--- src/rtl/line_event_irq.sv ---
module line_event_irq #(
  parameter int NLINES      = 32,
  parameter int ADDR_W      = 8,
  parameter int SYNC_STAGES = 2
) (
  input  logic                  clk,
  input  logic                  rst_n,
  input  logic [NLINES-1:0]     line_in,
  input  logic [3*NLINES-1:0]   evt_sel,
  input  logic                  wr_en,
  input  logic                  rd_en,
  input  logic [ADDR_W-1:0]     addr,
  input  logic [NLINES-1:0]     wdata,
  output logic [NLINES-1:0]     rdata,
  output logic                  irq
);
  localparam logic [ADDR_W-1:0] A_EN  = ADDR_W'(8'h20);
  localparam logic [ADDR_W-1:0] A_DIS = ADDR_W'(8'h24);
  localparam logic [ADDR_W-1:0] A_MSK = ADDR_W'(8'h28);
  localparam logic [ADDR_W-1:0] A_ST  = ADDR_W'(8'h2C);

  logic [NLINES-1:0] sync_q [SYNC_STAGES];
  logic [NLINES-1:0] prev_q, mask_q, status_q, hit;
  logic [NLINES-1:0] smp;
  logic              st_rd;

  assign smp   = sync_q[SYNC_STAGES-1];
  assign st_rd = rd_en && (addr == A_ST);
  assign irq   = |(status_q & mask_q);

  always_ff @(posedge clk or negedge rst_n) begin
    if (!rst_n) begin
      for (int i = 0; i < SYNC_STAGES; i++) sync_q[i] <= '0;
      prev_q <= '0;
    end else begin
      sync_q[0] <= line_in;
      for (int i = 1; i < SYNC_STAGES; i++) sync_q[i] <= sync_q[i-1];
      prev_q <= smp;
    end
  end

  for (genvar g = 0; g < NLINES; g++) begin : g_line
    always_comb begin
      case (evt_sel[3*g +: 3])
        3'd0:    hit[g] = ~smp[g] &  prev_q[g];
        3'd1:    hit[g] =  smp[g] & ~prev_q[g];
        3'd2:    hit[g] =  smp[g] ^  prev_q[g];
        3'd3:    hit[g] = ~smp[g];
        3'd4:    hit[g] =  smp[g];
        default: hit[g] = 1'b0;
      endcase
    end
  end

  always_ff @(posedge clk or negedge rst_n) begin
    if (!rst_n) begin
      mask_q   <= '0;
      status_q <= '0;
      rdata    <= '0;
    end else begin
      status_q <= (st_rd ? '0 : status_q) | hit;
      if (wr_en && addr == A_EN)  mask_q <= mask_q | wdata;
      if (wr_en && addr == A_DIS) mask_q <= mask_q & ~wdata;
      if (rd_en && addr == A_MSK)  rdata <= mask_q;
      else if (st_rd)              rdata <= status_q;
      else                         rdata <= '0;
    end
  end
endmodule

--- config.mk ---
export PLATFORM = sky130hd
export DESIGN_NAME = line_event_irq
export DESIGN_NICKNAME = d
export VERILOG_FILES = /design/src/rtl/line_event_irq.sv
export SDC_FILE = /design/constraint.sdc
export NUM_CORES = 1
export LEC_CHECK = 0
export BUFFER_PORTS_ARGS = -buffer_cell sky130_fd_sc_hd__clkbuf_2
export CAP_MARGIN = 0
export CORE_MARGIN = 1.5
export CORE_UTILIZATION = 49
export DETAILED_ROUTE_END_ITERATION = 8
export GPL_TIMING_DRIVEN = 0
export HOLD_SLACK_MARGIN = 0.05
export PLACE_DENSITY = 0.76
export SETUP_SLACK_MARGIN = 0.2
export SYNTH_ARGS = -nofsm -noshare
export SYNTH_HDL_FRONTEND = slang
export SYNTH_SLANG_ARGS = --single-unit
--- constraint.sdc ---
create_clock -name clk -period 1.5 [get_ports clk]
set_clock_uncertainty 0.1 [all_clocks]
set_input_delay 0.15 -clock clk [delete_from_list [all_inputs] [get_ports clk]]
set_output_delay 0.15 -clock clk [all_outputs]
set_load 0.1 [all_outputs]
==> flow_summary.toml <==
[status]
status = "finished, violations left"
violations = "negative hold slack, negative setup slack"

[floorplanning]
dieArea_sq_um = 19000
pin_count = 205
initial_utilization = 0.499
core_sq_um = 17900
die_x_um = 138
die_h_um = 138
row_count = 49

[global_route]
grt_pass1_wl_um = 37500
grt_max_degree = 112
antenna_found_initial = 1
grt_overflow = 0
globalRouteTotalUtil = 0.248
grt_pass1_vias = 7497

[finish]
layout_commonest_cell = "dfrtp_1"
area_growth_pct = 44.6
final_cell_mix = "dfrtp_1, clkbuf_2, dlygate4sd3_1"
nNetsFinal = 1335
post_route_cells_drive_above_1_share = 0.400
final_cell_area_sq_um = 12900
final_cells = 1341

[cts]
insertion_delay_ns = 0.42
cts_tree = "done"
htreeDepth = 4
cts_root_buf = "clkbuf_16"
path_clk_slew_ns = 0.07
clock-sinks = 192
cts-buffers-inserted = 17
cts_buffer_depth = 2

[yosys]
synth-seq-cells = 192
synth_cells = 727
ys_warn_count = 0
async_flop_share = 1.00
synth_edf_count = 0
synthFlopType = "dfrtp_1"
syn_area_per_cell_sq_um = 12.3
yosysUniqueCellTypes = 22
syn_area_sq_um = 8930
syn-num-nets = 963
seq_area_frac_synth = 0.538

[routing]
drtIter0Drc = 316
drtAntennaViolNets = 0
viasPerCell = 5.27
wl_per_cell_um = 17.5
routed_wl_um = 23400
route.detailed.drc = 0
vias = 7069
drtPass1Iterations = 4

[worst_setup_path]
crit_fanout = 3
path_cells = "a22oi_2 > nand4_1 > or4_4 > clkbuf_16"
regToRegSetupSlack_ns = -0.07
cp-start-kind = "flip-flop"
arrival_ns = 1.95
critPathBufInv = 1
rr_worst_depth = 5
worstSetupPathType = "flip-flop to output pin"
critical-path-max-stage-delay_ns = 0.53
end_kind = "output pin"
cpMaxStageDelayCell = "or4_4"
worst-path-stages = 4
cp.required_ns = 1.25
path_delay_family = "simple AND/OR/NAND/NOR gates"

[timing]
whs_ns = -0.254
setup_ws_ns = -0.696
tightestPinTransition_ns = 0.866
rsz0062_at_grt = "true"
finalHoldViolCount = 110
finalCriticalPeriod_ns = 2.20
slew_viol_final = 0
maxSlewHeadroom = 0.423
fin_crit_sh = 1.46
setup_viol = 15
fmax_mhz = 455

[power]
ir_drop_uv = 777
p_leak_nw = 6.43
powerDensity_nw_per_um2 = 898

[placed_design]
dpl-instance-area_sq_um = 10300
place.gp.congestion = 0.821
portBuffers = 203
dp_worst_setup_slack_ns = -0.538
dp_hpwl_um = 15400
dp_cells = 1160

[hold_path]
worst_hold_path_type = "input pin to async pin"

[flow_run]
maxCapViolCount = 0
==> power by group <==
| group | total (mW) | internal, mW | switching [mW] | leakage (nW) |
|---|---|---|---|---|
| Sequential | 5.51 | 5.36 | 0.150 | 2.14 |
| Clock | 4.69 | 2.79 | 1.89 | 0.294 |
| Combinational | 1.39 | 0.755 | 0.635 | 4.00 |
| Total | 11.6 | 8.91 | 2.68 | 6.43 |
==> synthesized netlist by cell type, types with 3 or more instances <==
cell type	n	share of area
mux2_2	32	0.040
inv_1	96	0.040
nor4b_1	29	0.028
nand4_1	37	0.026
nand2_1	3	0.0013
a211o_1	32	0.031
a22oi_1	16	0.013
mux2i_1	64	0.072
ha_1	64	0.090
nor2b_1	33	0.023
buf_2	11	0.0062
clkbuf_1	12	0.0050
nor2_1	33	0.014
a22o_1	64	0.063
nor3_1	3	0.0017
dfrtp_1	192	0.54
==> layer usage <==
| layer | vias to the layer above | global-route usage | part of all wire |
|---|---|---|---|
| li1 | 3350 | - | - |
| met5 | - | 0 | 0 |
| met2 | 201 | 0.421 | 0.50 |
| met3 | 45 | 0.0648 | 0.055 |
| met1 | 3473 | 0.304 | 0.42 |
| met4 | 0 | 0.0914 | 0.026 |
==> cell families (layout without fill, tap and decap cells) <==
logic type,count (synthesis),in the layout,share of synthesized area
AO/OA/AOI/OAI,112,112,0.108
adder cells (fa/ha/maj),64,64,0.0897
buffers and inverters,120,504,0.0521
flip-flops,192,192,0.538
multiplexers,96,96,0.112
other,0,1,0
AND/OR/NAND/NOR,143,143,0.101
==> final cells by class <==
class,count,area [sq um]
Clock inverter,9,131
Inverter,96,360
Sequential cell,192,4810
Clock buffer,22,484
Multi-Input combinational cell,415,3980
Tap cell,229,287
Buffer,24,178
Antenna cell,1,2.50
Fill cell,1238,4990
Timing Repair Buffer,353,2680
==> per-stage QoR <==
| stage | TNS, ns | utilization | total power, mW |
|---|---|---|---|
| after detailed placement | -24.02 | 0.578 | 6.60 |
| final | -0.982 | 0.721 | 11.6 |
| after floorplan | -0.128 | - | 6.05 |
| after CTS | -0.815 | 0.713 | 11.6 |
| after global routing | -2.38 | 0.721 | 12.1 |
| after global placement | -683.05 | 0.576 | 6.54 |
==> repair_timing <==
| item | in CTS | in global routing |
|---|---|---|
| endpoints found under the setup margin | 71 | 76 |
| setup buffers | 58 | 13 |
| hold buffers | 77 | 1 |
| gates resized for setup | 167 | 25 |
| pin swaps | 11 | 4 |
| endpoints found under the hold margin | 184 | 111 |
==> worst paths after layout <==
kind,end,start
min in group clk,flip-flop,addr[6]
hold reg to reg,smp[29],sync_q[61]
setup reg to reg,status_q[7],smp[7]
hold / removal,sync_q[35],rst_n
setup / recovery,irq,status_q[3]
max in group asynchronous,sync_q[43],rst_n
Power figures use the tool's default switching activity.
